## src/rtl/fetch_pkg.sv

```systemverilog
package fetch_pkg;

  localparam int unsigned ADDR_W      = 32;
  localparam int unsigned IMM_W       = 16;
  localparam int unsigned TGT_W       = 26;
  localparam int unsigned WORD_BYTES  = 4;
  localparam int unsigned WORD_SHIFT  = $clog2(WORD_BYTES);
  localparam int unsigned REGION_W    = ADDR_W - TGT_W - WORD_SHIFT;

  typedef logic [ADDR_W-1:0] addr_t;

  typedef enum logic [1:0] {
    SRC_SEQ    = 2'd0,
    SRC_BRANCH = 2'd1,
    SRC_JUMP   = 2'd2
  } pc_src_e;

endpackage

```

## src/rtl/pc_incr.sv

```systemverilog
module pc_incr #(
  parameter int unsigned ADDR_W     = 32,
  parameter int unsigned WORD_BYTES = 4
) (
  input  logic [ADDR_W-1:0] pc_i,
  output logic [ADDR_W-1:0] seq_o
);
  localparam logic [ADDR_W-1:0] STEP = ADDR_W'(WORD_BYTES);

  always_comb begin
    seq_o = pc_i + STEP;
  end
endmodule

```

## src/rtl/branch_target.sv

```systemverilog
module branch_target #(
  parameter int unsigned ADDR_W     = 32,
  parameter int unsigned IMM_W      = 16,
  parameter int unsigned WORD_SHIFT = 2
) (
  input  logic [ADDR_W-1:0] seq_i,
  input  logic [IMM_W-1:0]  imm_i,
  output logic [ADDR_W-1:0] target_o
);
  localparam int unsigned EXT_W = ADDR_W - IMM_W - WORD_SHIFT;

  logic [ADDR_W-1:0] offset;

  always_comb begin
    offset   = {{EXT_W{imm_i[IMM_W-1]}}, imm_i, {WORD_SHIFT{1'b0}}};
    target_o = seq_i + offset;
  end
endmodule

```

## src/rtl/jump_target.sv

```systemverilog
module jump_target #(
  parameter int unsigned ADDR_W     = 32,
  parameter int unsigned TGT_W      = 26,
  parameter int unsigned WORD_SHIFT = 2
) (
  input  logic [ADDR_W-1:0] pc_i,
  input  logic [TGT_W-1:0]  tgt_i,
  output logic [ADDR_W-1:0] target_o
);
  localparam int unsigned REGION_W = ADDR_W - TGT_W - WORD_SHIFT;

  always_comb begin
    target_o = {pc_i[ADDR_W-1 -: REGION_W], tgt_i, {WORD_SHIFT{1'b0}}};
  end
endmodule

```

## src/rtl/next_pc_mux.sv

```systemverilog
module next_pc_mux
  import fetch_pkg::*;
#(
  parameter int unsigned ADDR_W = 32
) (
  input  logic              branch_sel_i,
  input  logic              jump_sel_i,
  input  logic              zero_i,
  input  logic [ADDR_W-1:0] seq_i,
  input  logic [ADDR_W-1:0] branch_i,
  input  logic [ADDR_W-1:0] jump_i,
  output logic [ADDR_W-1:0] next_o
);
  pc_src_e src;

  always_comb begin
    if (jump_sel_i)                  src = SRC_JUMP;
    else if (branch_sel_i && zero_i) src = SRC_BRANCH;
    else                             src = SRC_SEQ;
  end

  always_comb begin
    unique case (src)
      SRC_JUMP:   next_o = jump_i;
      SRC_BRANCH: next_o = branch_i;
      default:    next_o = seq_i;
    endcase
  end
endmodule

```

## src/rtl/fetch_pc_unit.sv

```systemverilog
module fetch_pc_unit
  import fetch_pkg::*;
(
  input  logic              clk,
  input  logic              rst,
  input  logic              branch_sel,
  input  logic              jump_sel,
  input  logic              zero_flag,
  input  logic [IMM_W-1:0]  imm16,
  input  logic [TGT_W-1:0]  jtarget,
  output logic [ADDR_W-1:0] pc_addr,
  output logic [ADDR_W-1:0] pc_plus4
);
  addr_t pc_q;
  addr_t seq_addr;
  addr_t br_addr;
  addr_t jmp_addr;
  addr_t next_addr;

  pc_incr #(
    .ADDR_W     (ADDR_W),
    .WORD_BYTES (WORD_BYTES)
  ) u_incr (
    .pc_i  (pc_q),
    .seq_o (seq_addr)
  );

  branch_target #(
    .ADDR_W     (ADDR_W),
    .IMM_W      (IMM_W),
    .WORD_SHIFT (WORD_SHIFT)
  ) u_branch (
    .seq_i    (seq_addr),
    .imm_i    (imm16),
    .target_o (br_addr)
  );

  jump_target #(
    .ADDR_W     (ADDR_W),
    .TGT_W      (TGT_W),
    .WORD_SHIFT (WORD_SHIFT)
  ) u_jump (
    .pc_i     (pc_q),
    .tgt_i    (jtarget),
    .target_o (jmp_addr)
  );

  next_pc_mux #(
    .ADDR_W (ADDR_W)
  ) u_mux (
    .branch_sel_i (branch_sel),
    .jump_sel_i   (jump_sel),
    .zero_i       (zero_flag),
    .seq_i        (seq_addr),
    .branch_i     (br_addr),
    .jump_i       (jmp_addr),
    .next_o       (next_addr)
  );

  always_ff @(posedge clk) begin
    if (rst) pc_q <= '0;
    else     pc_q <= next_addr;
  end

  assign pc_addr  = pc_q;
  assign pc_plus4 = seq_addr;
endmodule

```

## config.mk

```make
export PLATFORM = sky130hd
export DESIGN_NAME = fetch_pc_unit
export DESIGN_NICKNAME = d
export VERILOG_FILES = /design/src/rtl/fetch_pkg.sv /design/src/rtl/pc_incr.sv /design/src/rtl/branch_target.sv /design/src/rtl/jump_target.sv /design/src/rtl/next_pc_mux.sv /design/src/rtl/fetch_pc_unit.sv
export SDC_FILE = /design/constraint.sdc
export NUM_CORES = 1
export LEC_CHECK = 0
export BUFFER_PORTS_ARGS = -buffer_cell sky130_fd_sc_hd__buf_4
export CAP_MARGIN = 20
export CORE_ASPECT_RATIO = 1.5
export CORE_MARGIN = 2
export CORE_UTILIZATION = 50
export DETAILED_ROUTE_END_ITERATION = 7
export PLACE_DENSITY = 0.76
export SYNTH_ARGS = -nofsm -noshare
export SYNTH_HDL_FRONTEND = slang
export SYNTH_HIERARCHICAL = 1
export SYNTH_SLANG_ARGS = --single-unit
```

## constraint.sdc

```tcl
create_clock -name clk -period 8.2 [get_ports clk]
set_input_delay 1.23 -clock clk [delete_from_list [all_inputs] [get_ports clk]]
set_output_delay 1.23 -clock clk [all_outputs]
set_load 0.02 [all_outputs]
```

==> impl_table.tex, run 1 <==
\begin{tabular}{lr}
\hline
Metric & Value \\
\hline
\multicolumn{2}{l}{\textbf{Run status}} \\
\quad Outcome & complete, no violations \\
\multicolumn{2}{l}{\textbf{Power}} \\
\quad Internal power of the cells & approximately 0.43 mW \\
\quad Power per cell area & roughly 140 nW/um\^{}2 \\
\quad Combinational share of power & 45.8\% \\
\quad Switching Share & between 30\% and 40\% \\
\quad Portion of total power attributed to the clock network & roughly 28\% \\
\quad Leakage dissipation & approximately 2.2 nW \\
\quad NetSw & roughly 0.28 mW \\
\quad Sequential group share of total power & between 20\% and 30\% \\
\quad Worst ir drop on vdd & about 85 uV \\
\quad Total power draw & between 0.7 and 0.8 mW \\
\multicolumn{2}{l}{\textbf{Yosys}} \\
\quad Simple-Gate Fraction of Synth Area & between 20\% and 30\% \\
\quad Area fraction of the dominant cell type after synthesis & between 10\% and 20\% \\
\quad Ys flop type & sky130\_fd\_sc\_hd\_\_dfxtp\_1 \\
\quad Number of register bits inferred by synthesis & 32 \\
\quad Area share of fa/ha/maj cells after synthesis & roughly 8.8\% \\
\quad Area share of xor/xnor cells in the synthesized design & around a tenth \\
\quad Number of synthesis warnings & 6 \\
\quad Main combinational cell family by area after synthesis & simple AND/OR/NAND/NOR gates \\
\quad Unique cell type count in the Yosys netlist & between 60 and 70 \\
\quad Top cell type by total area after synthesis & sky130\_fd\_sc\_hd\_\_dfxtp\_1 \\
\quad Avg Cell Area, Syn & slightly above 8 um\^{}2 \\
\quad Top post-synthesis cells by area & sky130\_fd\_sc\_hd\_\_dfxtp\_1, sky130\_fd\_sc\_hd\_\_o311ai\_2, sky130\_fd\_sc\_hd\_\_ha\_1 \\
\quad Post-synth EDFFs & 0 \\
\quad Mapped cell area & around 4500 um\^{}2 \\
\quad Synthesized netlist cell count & $\sim$560 \\
\quad Share of synthesized area spent on multiplexers & 0\% \\
\quad Synth async-reset ratio & 0\% \\
\quad Synthesized-area fraction occupied by ao, oa, aoi and oai cells & a little over a quarter \\
\quad Part of the Yosys area used for sequential elements & approximately 14\% \\
\multicolumn{2}{l}{\textbf{Finish}} \\
\quad Fraction of final layout cells with drive strength greater than 1 & 27.4\% \\
\quad Flip-flop count of the largest register after layout & 32 \\
\quad Area occupied by multi-input gates & approximately 3300 um\^{}2 \\
\quad Most frequent standard cell in the layout excluding fill and tap cells & sky130\_fd\_sc\_hd\_\_buf\_4 \\
\quad Most used cells in the layout excluding fill and tap cells & sky130\_fd\_sc\_hd\_\_buf\_4, sky130\_fd\_sc\_hd\_\_nand2\_1, sky130\_fd\_sc\_hd\_\_inv\_1, sky130\_fd\_sc\_hd\_\_xnor2\_1, sky130\_fd\_sc\_hd\_\_nor2b\_1 \\
\quad Final core utilization & 59.1\% \\
\quad Layout Area Growth over Synthesis & 15.0\% \\
\quad Layout Nets & 691 \\
\quad Number of inserted filler cells in the final layout & 815 \\
\quad Diode insertion count for antenna repair & 0 \\
\quad Sequential cell area in the final layout & roughly 640 um\^{}2 \\
\quad Design Area, Final & approximately 5200 um\^{}2 \\
\multicolumn{2}{l}{\textbf{Worst hold path}} \\
\quad Hold\_sp & pc\_addr[1]\$\_SDFF\_PP0\_ \\
\quad Hold crit path type & reg2reg \\
\multicolumn{2}{l}{\textbf{Setup path}} \\
\quad Data arrival at the endpoint of the critical path & roughly 4.4 ns \\
\quad Startpoint of the lowest-slack register-to-register path & pc\_addr[3]\$\_SDFF\_PP0\_ \\
\quad Classification of the worst setup path & reg2reg \\
\quad Peak fanout along the critical path & 8 \\
\quad Startpoint kind of the worst setup timing path & flop \\
\quad Required @ worst endpoint & between 8 and 9 ns \\
\quad Sort of element at the end of the critical path & flop \\
\quad Critical path origin & pc\_addr[3]\$\_SDFF\_PP0\_ \\
\multicolumn{2}{l}{\textbf{Die}} \\
\quad Initial core utilization & around half \\
\quad I/O pin cnt & 111 \\
\quad Standard-cell row count & 42 \\
\quad Die boundary height & roughly 120 um \\
\quad Area of the core region & roughly 8800 um\^{}2 \\
\quad Die Footprint & approximately 9800 um\^{}2 \\
\quad Die X & 81.5 um \\
\multicolumn{2}{l}{\textbf{Place}} \\
\quad Post-Place Cell Area & 5040 um\^{}2 \\
\quad Placer congestion estimate & 0.971 \\
\quad Buffers added on ports & 110 \\
\quad Half-perimeter wire length after placement & about 10,000 um \\
\multicolumn{2}{l}{\textbf{Clock network}} \\
\quad Clock tree from TritonCTS & built \\
\quad CTS HTree Levels & 2 \\
\quad Root buffer cell & sky130\_fd\_sc\_hd\_\_clkbuf\_16 \\
\quad Clock-pin transition on the worst setup and hold timing paths & 0.06 ns \\
\quad CTS Sinks & 32 \\
\quad Number of buffers created by CTS & 5 \\
\quad Post-cts sizing count & 0 \\
\quad Post-CTS setup repair buffer count & 0 \\
\quad Later-pin clock latency in the skew report & 0.28 ns \\
\quad CTS Hold Bufs & 0 \\
\quad Buffers from clock root to sink, at most & 2 \\
\multicolumn{2}{l}{\textbf{Timing}} \\
\quad Number of pins with negative max-slew slack in the final report & 0 \\
\quad Setup\_tns & 0 ns \\
\quad Portion of the clock cycle consumed by the worst path in the final layout & between 50 and 60\% \\
\quad RSZ-0062 raised after global routing & no \\
\quad Maximum clock skew at final layout & roughly 0.0043 ns \\
\quad Slew at the pin closest to its max-slew limit & 1.02 ns \\
\quad Worst slew margin relative to its limit & around a third \\
\quad Highest clock frequency the design can meet & between 200 and 250 MHz \\
\quad Post-layout minimum cycle time & between 4 and 5 ns \\
\quad Final setup viols & 0 \\
\quad Final Hold Violating Endpoints & 0 \\
\quad Post-Route Hold Slack & between 0.6 and 0.7 ns \\
\multicolumn{2}{l}{\textbf{Global routing}} \\
\quad Initial antenna violation count & 0 \\
\quad Global-route wire length before repair & about 22,000 um \\
\quad Pin count of the biggest net entering global routing & between 90 and 100 \\
\quad Via count of the first global-routing pass & 4,397 \\
\quad Gr ovfl total & 0 \\
\quad Overall global routing resource usage & between 20 and 30\% \\
\multicolumn{2}{l}{\textbf{Detailed routing}} \\
\quad DRT iter0 DRCs & around 190 \\
\quad Post-Route WL & around 14,000 um \\
\quad Routed vias/inst & approximately 6 \\
\quad ANT nets after route & 0 \\
\quad Detail-routed net length per standard cell & 19.2 um \\
\quad Post-route DRC & 0 \\
\quad Via total after detailed routing & 4,349 \\
\quad Pre-antenna DRT Iters & 5 \\
\multicolumn{2}{l}{\textbf{Run}} \\
\quad Number of maximum-capacitance violations & 0 \\
\hline
\end{tabular}
[final timing paths]
kind / end / slack [ns] / cells after the start
min: pc_addr[1]$_SDFF_PP0_ / 0.67 / 3
min reg2reg: pc_addr[1]$_SDFF_PP0_ / 0.67 / 3
max: pc_addr[27]$_SDFF_PP0_ / 3.93 / 15
max reg2reg: pc_addr[27]$_SDFF_PP0_ / 3.93 / 15
[per-stage QoR]
| stage | worst slack, ns | instances |
|---|---|---|
| 5_1_grt | 3.61 | 724 |
| 6_report | 3.93 | 724 |
| 3_3_place_gp | 4.07 | 716 |
| 3_5_place_dp | 4.05 | 716 |
| 4_1_cts | 3.99 | 724 |
| 2_1_floorplan | 4.50 | 560 |
[metal layers]
layer  GRT usage [%]  share of wire (%)
met5               0                  0
met4            10.8                3.5
met3            4.18                6.0
met2            51.5                 51
met1            32.3                 39
[cells in the mapped netlist, types with 3 or more instances]
master                     instances
sky130_fd_sc_hd__nand2_1          67
sky130_fd_sc_hd__inv_1            43
sky130_fd_sc_hd__a21o_1            7
sky130_fd_sc_hd__xor2_1           15
sky130_fd_sc_hd__o21bai_1          6
sky130_fd_sc_hd__buf_6             4
sky130_fd_sc_hd__ha_1             30
sky130_fd_sc_hd__nand3_1          10
sky130_fd_sc_hd__o21ai_1           4
sky130_fd_sc_hd__nand4b_1         34
sky130_fd_sc_hd__o311ai_2         30
sky130_fd_sc_hd__a21oi_1          29
sky130_fd_sc_hd__o21a_1            4
sky130_fd_sc_hd__nor2b_1          35
sky130_fd_sc_hd__clkbuf_1          8
sky130_fd_sc_hd__and3_1            5
sky130_fd_sc_hd__o21ai_0          13
sky130_fd_sc_hd__xnor2_1          39
sky130_fd_sc_hd__a21oi_2           4
sky130_fd_sc_hd__dfxtp_1          32
sky130_fd_sc_hd__nor2_1           21
sky130_fd_sc_hd__a211oi_1          3
sky130_fd_sc_hd__buf_4            41
sky130_fd_sc_hd__nand4_1          15
sky130_fd_sc_hd__buf_2             9
sky130_fd_sc_hd__nor3_1            5
[final cells by class]
cell class              count  area share [%]
repair buffers            110            15.9
inverters                  43            3.11
well taps                 110            2.65
multi-input cells         421            63.1
flip-flops and latches     32            12.4
clock buffers               8            2.82
[critical path, stage by stage (launching register included)]
cell and delay, ns:
sky130_fd_sc_hd__dfxtp_1 0.41, sky130_fd_sc_hd__ha_1 0.21, sky130_fd_sc_hd__nand3_1 0.27, sky130_fd_sc_hd__nor4_4 0.55, sky130_fd_sc_hd__nand2_1 0.18, sky130_fd_sc_hd__xnor2_1 0.33
sky130_fd_sc_hd__ha_1 0.39, sky130_fd_sc_hd__a21oi_1 0.30, sky130_fd_sc_hd__nor3b_1 0.27, sky130_fd_sc_hd__a22o_1 0.21, sky130_fd_sc_hd__a21oi_2 0.09, sky130_fd_sc_hd__a311oi_1 0.40
sky130_fd_sc_hd__xnor2_1 0.12, sky130_fd_sc_hd__nand4b_1 0.13, sky130_fd_sc_hd__o311ai_2 0.11, sky130_fd_sc_hd__nor2b_1 0.17
[power groups by stage]
stage / combinational [mW] / clock, mW / sequential [mW]
2_1_floorplan: 0.225 / 0 / 0.196
3_3_place_gp: 0.315 / 0 / 0.188
3_5_place_dp: 0.318 / 0 / 0.188
4_1_cts: 0.320 / 0.198 / 0.185
5_1_grt: 0.348 / 0.203 / 0.187
6_report: 0.322 / 0.195 / 0.186
[logic make-up after synthesis]
logic type	after synthesis
and+or+nand+nor	209
xor gates and xnor gates	54
adders and majority gates	31
buffers and inverters	107
other	1
AOI/OAI and AO/OA	125
DFF	32
No activity file was read; power rests on OpenSTA's default activity.
==> run 2, diff against run 1 <==
Settings changed: PLACE_DENSITY 0.76 to 0.79.
Clock period 8.2 ns to 3.7 ns, I/O delays scaled along.
==> run 2 against run 1 <==
Net effect:
- global-route usage grew 2.7 points
- sequential power grew 120%
- clock-buffer cell count shrank 3
- maximum frequency grew 20%
- sequential share of layout area shrank 1.2 points
==> impl_table.tex, run 2 (synthesized netlist as in run 1, its figures left out) <==
\begin{tabular}{lr}
\hline
Metric & Value \\
\hline
\multicolumn{2}{l}{\textbf{Detailed routing}} \\
\quad Routed vias/inst & between 5 and 6 \\
\quad Pre-antenna DRT Iters & 5 \\
\quad ANT nets after route & 0 \\
\quad Post-route DRC & 0 \\
\quad Post-Route WL & $\sim$15,000 um \\
\quad Detail-routed net length per standard cell & roughly 20 um \\
\quad DRT iter0 DRCs & 267 \\
\quad Via total after detailed routing & $\sim$4,700 \\
\multicolumn{2}{l}{\textbf{Die}} \\
\quad Die Footprint & between 9000 and 10,000 um\^{}2 \\
\quad Standard-cell row count & 42 \\
\quad Die boundary height & 120 um \\
\quad Die X & roughly 82 um \\
\quad I/O pin cnt & around 110 \\
\quad Area of the core region & between 8000 and 9000 um\^{}2 \\
\quad Initial core utilization & between 50 and 60\% \\
\multicolumn{2}{l}{\textbf{Timing}} \\
\quad Final Hold Violating Endpoints & 0 \\
\quad Maximum clock skew at final layout & roughly 0.0084 ns \\
\quad Portion of the clock cycle consumed by the worst path in the final layout & between 90\% and 100\% \\
\quad Worst-case setup margin in the final layout & roughly 0.15 ns \\
\quad Slew at the pin closest to its max-slew limit & $\sim$1.0 ns \\
\quad Highest clock frequency the design can meet & roughly 280 MHz \\
\quad Post-Route Hold Slack & 0.619 ns \\
\quad Post-layout minimum cycle time & approximately 3.5 ns \\
\quad Final setup viols & 0 \\
\quad Worst slew margin relative to its limit & a little under a third \\
\quad Number of pins with negative max-slew slack in the final report & 0 \\
\multicolumn{2}{l}{\textbf{Clock network}} \\
\quad CTS Hold Bufs & 0 \\
\quad Later-pin clock latency in the skew report & slightly below 0.3 ns \\
\quad Clock tree from TritonCTS & built \\
\quad Number of buffers created by CTS & 5 \\
\quad Buffers from clock root to sink, at most & 2 \\
\quad CTS HTree Levels & 2 \\
\quad CTS Sinks & 32 \\
\quad Root buffer cell & sky130\_fd\_sc\_hd\_\_clkbuf\_16 \\
\quad Clock-pin transition on the worst setup and hold timing paths & approximately 0.06 ns \\
\multicolumn{2}{l}{\textbf{Finish}} \\
\quad Layout Area Growth over Synthesis & 28.6\% \\
\quad Layout Nets & around 750 \\
\quad Count of placed standard cells in the final layout, fillers left out & 780 \\
\quad Sequential cell area in the final layout & approximately 650 um\^{}2 \\
\quad Design Area, Final & 5800 um\^{}2 \\
\quad Most frequent standard cell in the layout excluding fill and tap cells & sky130\_fd\_sc\_hd\_\_buf\_4 \\
\quad Flip-flop count of the largest register after layout & 32 \\
\quad Most used cells in the layout excluding fill and tap cells & sky130\_fd\_sc\_hd\_\_buf\_4, sky130\_fd\_sc\_hd\_\_nand2\_1, sky130\_fd\_sc\_hd\_\_inv\_1, sky130\_fd\_sc\_hd\_\_nor2b\_1, sky130\_fd\_sc\_hd\_\_xnor2\_1 \\
\quad Fraction of final layout cells with drive strength greater than 1 & roughly two fifths \\
\quad Number of inserted filler cells in the final layout & 741 \\
\quad Area occupied by multi-input gates & 3430 um\^{}2 \\
\quad Diode insertion count for antenna repair & 0 \\
\multicolumn{2}{l}{\textbf{Setup path}} \\
\quad Library cell contributing the largest single delay on the critical path & sky130\_fd\_sc\_hd\_\_ha\_2 \\
\quad Data arrival at the endpoint of the critical path & 3.78 ns \\
\quad Most common cell on crit path & sky130\_fd\_sc\_hd\_\_ha\_2 \\
\quad Peak fanout along the critical path & 5 \\
\quad Slowest stage delay, CP & 0.39 ns \\
\quad Sort of element at the end of the critical path & flop \\
\quad Crit path cell chain & ha\_2, nand3\_2, nor2\_1, xor2\_1, ha\_2, a21oi\_4, o21a\_1, o221ai\_2, o2111ai\_2, nand2\_1, a2111oi\_2, nand3b\_1, nand4b\_1, o311ai\_2, nor2b\_1 \\
\quad Startpoint kind of the worst setup timing path & flop \\
\quad Required @ worst endpoint & roughly 3.9 ns \\
\quad Classification of the worst setup path & reg2reg \\
\multicolumn{2}{l}{\textbf{Place}} \\
\quad Post-Place Cell Area & 5440 um\^{}2 \\
\quad Buffers added on ports & between 100 and 150 \\
\quad Pre-CTS WS & -0.0160 ns \\
\quad Half-perimeter wire length after placement & around 11,000 um \\
\quad Post-Place Cells & 768 \\
\quad Placer congestion estimate & approximately 1 \\
\multicolumn{2}{l}{\textbf{Worst hold path}} \\
\quad Hold crit path type & in2reg \\
\multicolumn{2}{l}{\textbf{Run}} \\
\quad Number of maximum-capacitance violations & 0 \\
\multicolumn{2}{l}{\textbf{Power}} \\
\quad Leakage dissipation & 2.49 nW \\
\quad Power per cell area & roughly 300 nW/um\^{}2 \\
\quad Total power draw & roughly 1.7 mW \\
\quad Worst ir drop on vdd & around 200 uV \\
\multicolumn{2}{l}{\textbf{Global routing}} \\
\quad Global-route wire length before repair & about 24,000 um \\
\quad Gr ovfl total & 0 \\
\quad Initial antenna violation count & 0 \\
\quad Overall global routing resource usage & 31.1\% \\
\quad Pin count of the biggest net entering global routing & 97 \\
\quad Via count of the first global-routing pass & around 4,700 \\
\multicolumn{2}{l}{\textbf{Run status}} \\
\quad Outcome & complete, no violations \\
\hline
\end{tabular}
-- run 2: cell count changes in the layout (fill, tap and decap cells not counted), sizes merged --
cell,change
clkinvlp,+1
bufinv,+1
clkinv,+1
buf,+56
clkbuf,-3
-- run 2: final timing paths --
kind                         startpoint                      to  slack, ns  cells past startpoint
setup reg to reg  pc_addr[2]$_SDFF_PP0_  pc_addr[31]$_SDFF_PP0_       0.15                     15
setup / recovery  pc_addr[2]$_SDFF_PP0_  pc_addr[31]$_SDFF_PP0_       0.15                     15
hold reg to reg   pc_addr[1]$_SDFF_PP0_   pc_addr[1]$_SDFF_PP0_       0.68                      3
hold / removal               jtarget[0]   pc_addr[2]$_SDFF_PP0_       0.62                      4
-- run 2: cell type report --
type / instances / share of cell area (%)
multi-input cells: 421 / 59.2
repair buffers: 166 / 21.6
flip-flops and latches: 32 / 11.2
inverters: 43 / 2.78
well taps: 110 / 2.37
clock buffers: 5 / 2.16
clock inverters: 3 / 0.734
-- run 2: metal layers --
| metal | GRT usage (%) | up-vias | wire, um |
|---|---|---|---|
| met4 | 17.7 | 0 | 813 |
| li1 | - | 2198 | - |
| met2 | 54.0 | 215 | 7800 |
| met1 | 34.5 | 2205 | 5710 |
| met5 | 0 | - | 0 |
| met3 | 5.52 | 52 | 906 |
-- run 2: timing repair --
action / 4_1_cts / 5_1_grt
gates resized for setup: 1 / 38
pin swaps: 0 / 10
buffers inserted: 0 / 4
endpoints found under the setup margin: 1 / 11
-- run 2: through the flow --
stage,utilization [%],TNS (ns)
after floorplan,-,0
after global placement,62.0,0
after detailed placement,62.0,-0.0160
after CTS,63.9,0
after global routing,66.1,-0.0287
final,66.1,0
-- run 2: worst max-delay path, delay by kind of cell (launching register included) --
| family | cells | cell delay, ns |
|---|---|---|
| AND/OR/NAND/NOR | 6 | 0.94 |
| adder cells (fa/ha/maj) | 2 | 0.61 |
| flip-flops | 1 | 0.37 |
| XOR/XNOR | 1 | 0.28 |
| AO/OA/AOI/OAI | 6 | 1.28 |
-- run 2: report_power, final --
| group | internal (mW) | switching, mW | total (mW) |
|---|---|---|---|
| combinational | 0.372 | 0.455 | 0.827 |
| clock | 0.317 | 0.176 | 0.493 |
| sequential | 0.371 | 0.0308 | 0.402 |
==> run 3, diff against run 2 <==
Settings changed: CORE_UTILIZATION 50 to 47, PLACE_DENSITY 0.79 to 0.78, SYNTH_HIERARCHICAL 1 to default.
==> run 3 against run 2 <==
Net effect:
- area after synthesis decreased by 23%
- largest cell class unchanged
- die area decreased by 18%
- via count decreased by 12%
- clock skew decreased by 0.0036 ns
- clock power decreased by 47%
- largest power group unchanged
- maximum frequency decreased by 1.8%
- core utilization increased by 2.0 points
- cell count decreased by 11%
- routed wire length decreased by 16%
- critical path depth unchanged
==> impl_table.tex, run 3 <==
\begin{tabular}{lr}
\hline
Metric & Value \\
\hline
\multicolumn{2}{l}{\textbf{Power}} \\
\quad Combinational share of power & a little over half \\
\quad Portion of total power attributed to the clock network & 18.7\% \\
\quad Sequential group share of total power & 27.4\% \\
\quad Switching Share & between 40\% and 50\% \\
\quad Total power draw & about 1.4 mW \\
\quad Power per cell area & between 200 and 300 nW/um\^{}2 \\
\quad NetSw & 0.599 mW \\
\quad Leakage dissipation & between 2 and 2.5 nW \\
\quad Worst ir drop on vdd & approximately 150 uV \\
\quad Internal power of the cells & 0.812 mW \\
\multicolumn{2}{l}{\textbf{Clock network}} \\
\quad CTS HTree Levels & 2 \\
\quad Number of buffers created by CTS & 5 \\
\quad Buffers from clock root to sink, at most & 2 \\
\quad Later-pin clock latency in the skew report & about 0.29 ns \\
\quad Clock-pin transition on the worst setup and hold timing paths & $\sim$0.070 ns \\
\quad Clock tree from TritonCTS & built \\
\quad Root buffer cell & sky130\_fd\_sc\_hd\_\_clkbuf\_8 \\
\quad CTS Hold Bufs & 0 \\
\quad CTS Sinks & 30 \\
\multicolumn{2}{l}{\textbf{Yosys}} \\
\quad Simple-Gate Fraction of Synth Area & around 25\% \\
\quad Share of synthesized area spent on multiplexers & 0.289\% \\
\quad Synthesized netlist cell count & approximately 460 \\
\quad Part of the Yosys area used for sequential elements & approximately 17\% \\
\quad Number of register bits inferred by synthesis & 30 \\
\quad Post-synth EDFFs & 0 \\
\quad Unique cell type count in the Yosys netlist & 65 \\
\quad Area fraction of the dominant cell type after synthesis & 17.4\% \\
\quad Most instantiated library cell after synthesis & sky130\_fd\_sc\_hd\_\_nor2\_1 \\
\quad Main combinational cell family by area after synthesis & compound AO/OA/AOI/OAI gates \\
\quad Synth async-reset ratio & 0\% \\
\quad Ys flop type & sky130\_fd\_sc\_hd\_\_dfxtp\_1 \\
\quad Area share of xor/xnor cells in the synthesized design & between 10\% and 20\% \\
\quad Avg Cell Area, Syn & $\sim$7.6 um\^{}2 \\
\quad Top cell type by total area after synthesis & sky130\_fd\_sc\_hd\_\_dfxtp\_1 \\
\quad Top post-synthesis cells by area & sky130\_fd\_sc\_hd\_\_dfxtp\_1, sky130\_fd\_sc\_hd\_\_ha\_1, sky130\_fd\_sc\_hd\_\_xnor2\_1 \\
\quad Most instantiated cells after synthesis & sky130\_fd\_sc\_hd\_\_nor2\_1, sky130\_fd\_sc\_hd\_\_a21oi\_1, sky130\_fd\_sc\_hd\_\_nand2\_1 \\
\quad Number of synthesis warnings & 0 \\
\quad Synthesized-area fraction occupied by ao, oa, aoi and oai cells & between 20 and 30\% \\
\quad Mapped cell area & between 3000 and 4000 um\^{}2 \\
\quad Area share of fa/ha/maj cells after synthesis & a little under an eighth \\
\multicolumn{2}{l}{\textbf{Timing}} \\
\quad Final setup viols & 0 \\
\quad Worst slew margin relative to its limit & 52.2\% \\
\quad Highest clock frequency the design can meet & approximately 280 MHz \\
\quad Number of pins with negative max-slew slack in the final report & 0 \\
\quad RSZ-0062 raised after global routing & yes \\
\quad Maximum clock skew at final layout & approximately 0.0047 ns \\
\quad Slew at the pin closest to its max-slew limit & around 0.7 ns \\
\quad Post-layout minimum cycle time & approximately 3.6 ns \\
\quad Post-Route Hold Slack & $\sim$0.49 ns \\
\quad Portion of the clock cycle consumed by the worst path in the final layout & 97.7\% \\
\quad Setup\_tns & 0 ns \\
\quad Final Hold Violating Endpoints & 0 \\
\quad Worst-case setup margin in the final layout & between 0.08 and 0.09 ns \\
\multicolumn{2}{l}{\textbf{Setup path}} \\
\quad Most common cell on crit path & sky130\_fd\_sc\_hd\_\_buf\_4 \\
\quad Required @ worst endpoint & 3.87 ns \\
\quad Crit path cell chain & and4\_4, nand4\_1, buf\_4, nor3\_4, buf\_4, nand2\_1, xnor2\_2, ha\_2, a21oi\_1, o21bai\_1, or3b\_1, a211o\_1, a31oi\_1, xnor2\_1, o22ai\_1 \\
\quad Classification of the worst setup path & reg2reg \\
\quad Sort of element at the end of the critical path & flop \\
\quad Library cell contributing the largest single delay on the critical path & sky130\_fd\_sc\_hd\_\_dfxtp\_2 \\
\quad Startpoint kind of the worst setup timing path & flop \\
\quad Slowest stage delay, CP & roughly 0.40 ns \\
\quad Peak fanout along the critical path & 8 \\
\quad Data arrival at the endpoint of the critical path & about 3.8 ns \\
\multicolumn{2}{l}{\textbf{Die}} \\
\quad Die boundary height & $\sim$110 um \\
\quad Standard-cell row count & 38 \\
\quad Initial core utilization & approximately half \\
\quad I/O pin cnt & 111 \\
\quad Die X & about 74 um \\
\quad Area of the core region & between 7000 and 8000 um\^{}2 \\
\quad Die Footprint & 8080 um\^{}2 \\
\multicolumn{2}{l}{\textbf{Place}} \\
\quad Half-perimeter wire length after placement & roughly 9800 um \\
\quad Placer congestion estimate & about 1 \\
\quad Pre-CTS WS & -0.102 ns \\
\quad Post-Place Cells & 670 \\
\quad Buffers added on ports & between 100 and 150 \\
\multicolumn{2}{l}{\textbf{Finish}} \\
\quad Diode insertion count for antenna repair & 0 \\
\quad Layout Area Growth over Synthesis & 41.3\% \\
\quad Most used cells in the layout excluding fill and tap cells & sky130\_fd\_sc\_hd\_\_buf\_4, sky130\_fd\_sc\_hd\_\_nor2\_1, sky130\_fd\_sc\_hd\_\_nand2\_1, sky130\_fd\_sc\_hd\_\_a21oi\_1, sky130\_fd\_sc\_hd\_\_xnor2\_1 \\
\quad Count of placed standard cells in the final layout, fillers left out & 691 \\
\quad Flip-flop count of the largest register after layout & 30 \\
\quad Area occupied by multi-input gates & slightly below 3000 um\^{}2 \\
\quad Fraction of final layout cells with drive strength greater than 1 & between 30 and 40\% \\
\quad Layout Nets & 670 \\
\quad Sequential cell area in the final layout & $\sim$620 um\^{}2 \\
\quad Number of inserted filler cells in the final layout & 630 \\
\quad Most frequent standard cell in the layout excluding fill and tap cells & sky130\_fd\_sc\_hd\_\_buf\_4 \\
\multicolumn{2}{l}{\textbf{Run}} \\
\quad Number of maximum-capacitance violations & 0 \\
\multicolumn{2}{l}{\textbf{Detailed routing}} \\
\quad Post-route DRC & 0 \\
\quad Post-Route WL & approximately 13,000 um \\
\quad Via total after detailed routing & between 4,000 and 5,000 \\
\quad Pre-antenna DRT Iters & 5 \\
\quad ANT nets after route & 0 \\
\quad Routed vias/inst & $\sim$6 \\
\quad Detail-routed net length per standard cell & 18.5 um \\
\quad DRT iter0 DRCs & $\sim$280 \\
\multicolumn{2}{l}{\textbf{Global routing}} \\
\quad Global-route wire length before repair & approximately 19,000 um \\
\quad Pin count of the biggest net entering global routing & 33 \\
\quad Initial antenna violation count & 0 \\
\quad Via count of the first global-routing pass & $\sim$4,000 \\
\quad Overall global routing resource usage & between 30\% and 40\% \\
\quad Gr ovfl total & 0 \\
\multicolumn{2}{l}{\textbf{Worst hold path}} \\
\quad Hold crit path type & in2reg \\
\multicolumn{2}{l}{\textbf{Run status}} \\
\quad Outcome & complete, no violations \\
\hline
\end{tabular}
run 3: changes by cell type after synthesis, sizes merged, moves of 8 or more:
cell,before,now
nor2,21,45
o311ai,32,2
inv,43,16
o22ai,0,9
a211oi,3,16
buf,56,6
o21ai,17,25
nor2b,36,2
nand2,67,39
nor3,5,18
nand4b,34,0
run 3: power groups by stage:
stage	Clock (mW)	Combinational, mW	Sequential, mW
floorplan	0	0.432	0.421
global placement	0	0.708	0.387
detailed placement	0	0.720	0.388
CTS	0.263	0.722	0.381
global route	0.274	0.818	0.389
finish	0.263	0.761	0.386
run 3: kinds of logic after synthesis:
| kind of cell | after synthesis |
|---|---|
| simple gates | 166 |
| compound gates | 144 |
| xor+xnor | 48 |
| buf+inv | 36 |
| fa+ha+maj | 32 |
| flops | 30 |
| other cells | 1 |
| mux | 1 |
run 3: worst paths after layout:
kind                                               start                       end  slack, ns  cells after the start
worst max-delay path              pc_addr[15]$_SDFF_PP0_  pc_addr[31]$_SDFFE_PP0P_       0.09                     15
worst min-delay path                         jtarget[16]    pc_addr[18]$_SDFF_PP0_       0.49                      2
worst max register to register    pc_addr[15]$_SDFF_PP0_  pc_addr[31]$_SDFFE_PP0P_       0.09                     15
worst min register to register  pc_addr[31]$_SDFFE_PP0P_  pc_addr[31]$_SDFFE_PP0P_       0.62                      2
run 3: timing repair:
item | CTS | global route
resized for setup | 2 | 37
setup endpoints to repair | 2 | 11
pin swaps | 2 | 13
setup buffers | 2 | 12
run 3: layout make-up:
| class | count | area share, % |
|---|---|---|
| Sequential cell | 30 | 12.6 |
| Tap cell | 100 | 2.56 |
| Clock buffer | 7 | 1.56 |
| Multi-Input combinational cell | 395 | 60.1 |
| Inverter | 16 | 1.23 |
| Timing Repair Buffer | 143 | 22.0 |
run 3: through the flow:
stage               cell area, um^2  util [%]
floorplan                      3510         -
CTS                            4620      64.3
global placement               4520      62.9
global route                   4890      68.1
detailed placement             4520      62.9
finish                         4890      68.1
run 3: routing by layer:
layer	GRT usage [%]	share of wire [%]	vias to the layer above
li1	-	-	1970
met1	31.5	36	1908
met2	55.5	53	178
met3	2.87	4.5	58
met4	19.9	6.6	0
met5	0	0	-
run 3: critical path, delay by kind of cell, from the launching register on:
family	cells	cell delay, ns
AO/OA/AOI/OAI	5	0.91
XOR/XNOR	2	0.40
adder cells (fa/ha/maj)	1	0.38
buffers and inverters	2	0.36
flip-flops	1	0.40
AND/OR/NAND/NOR	5	1.05
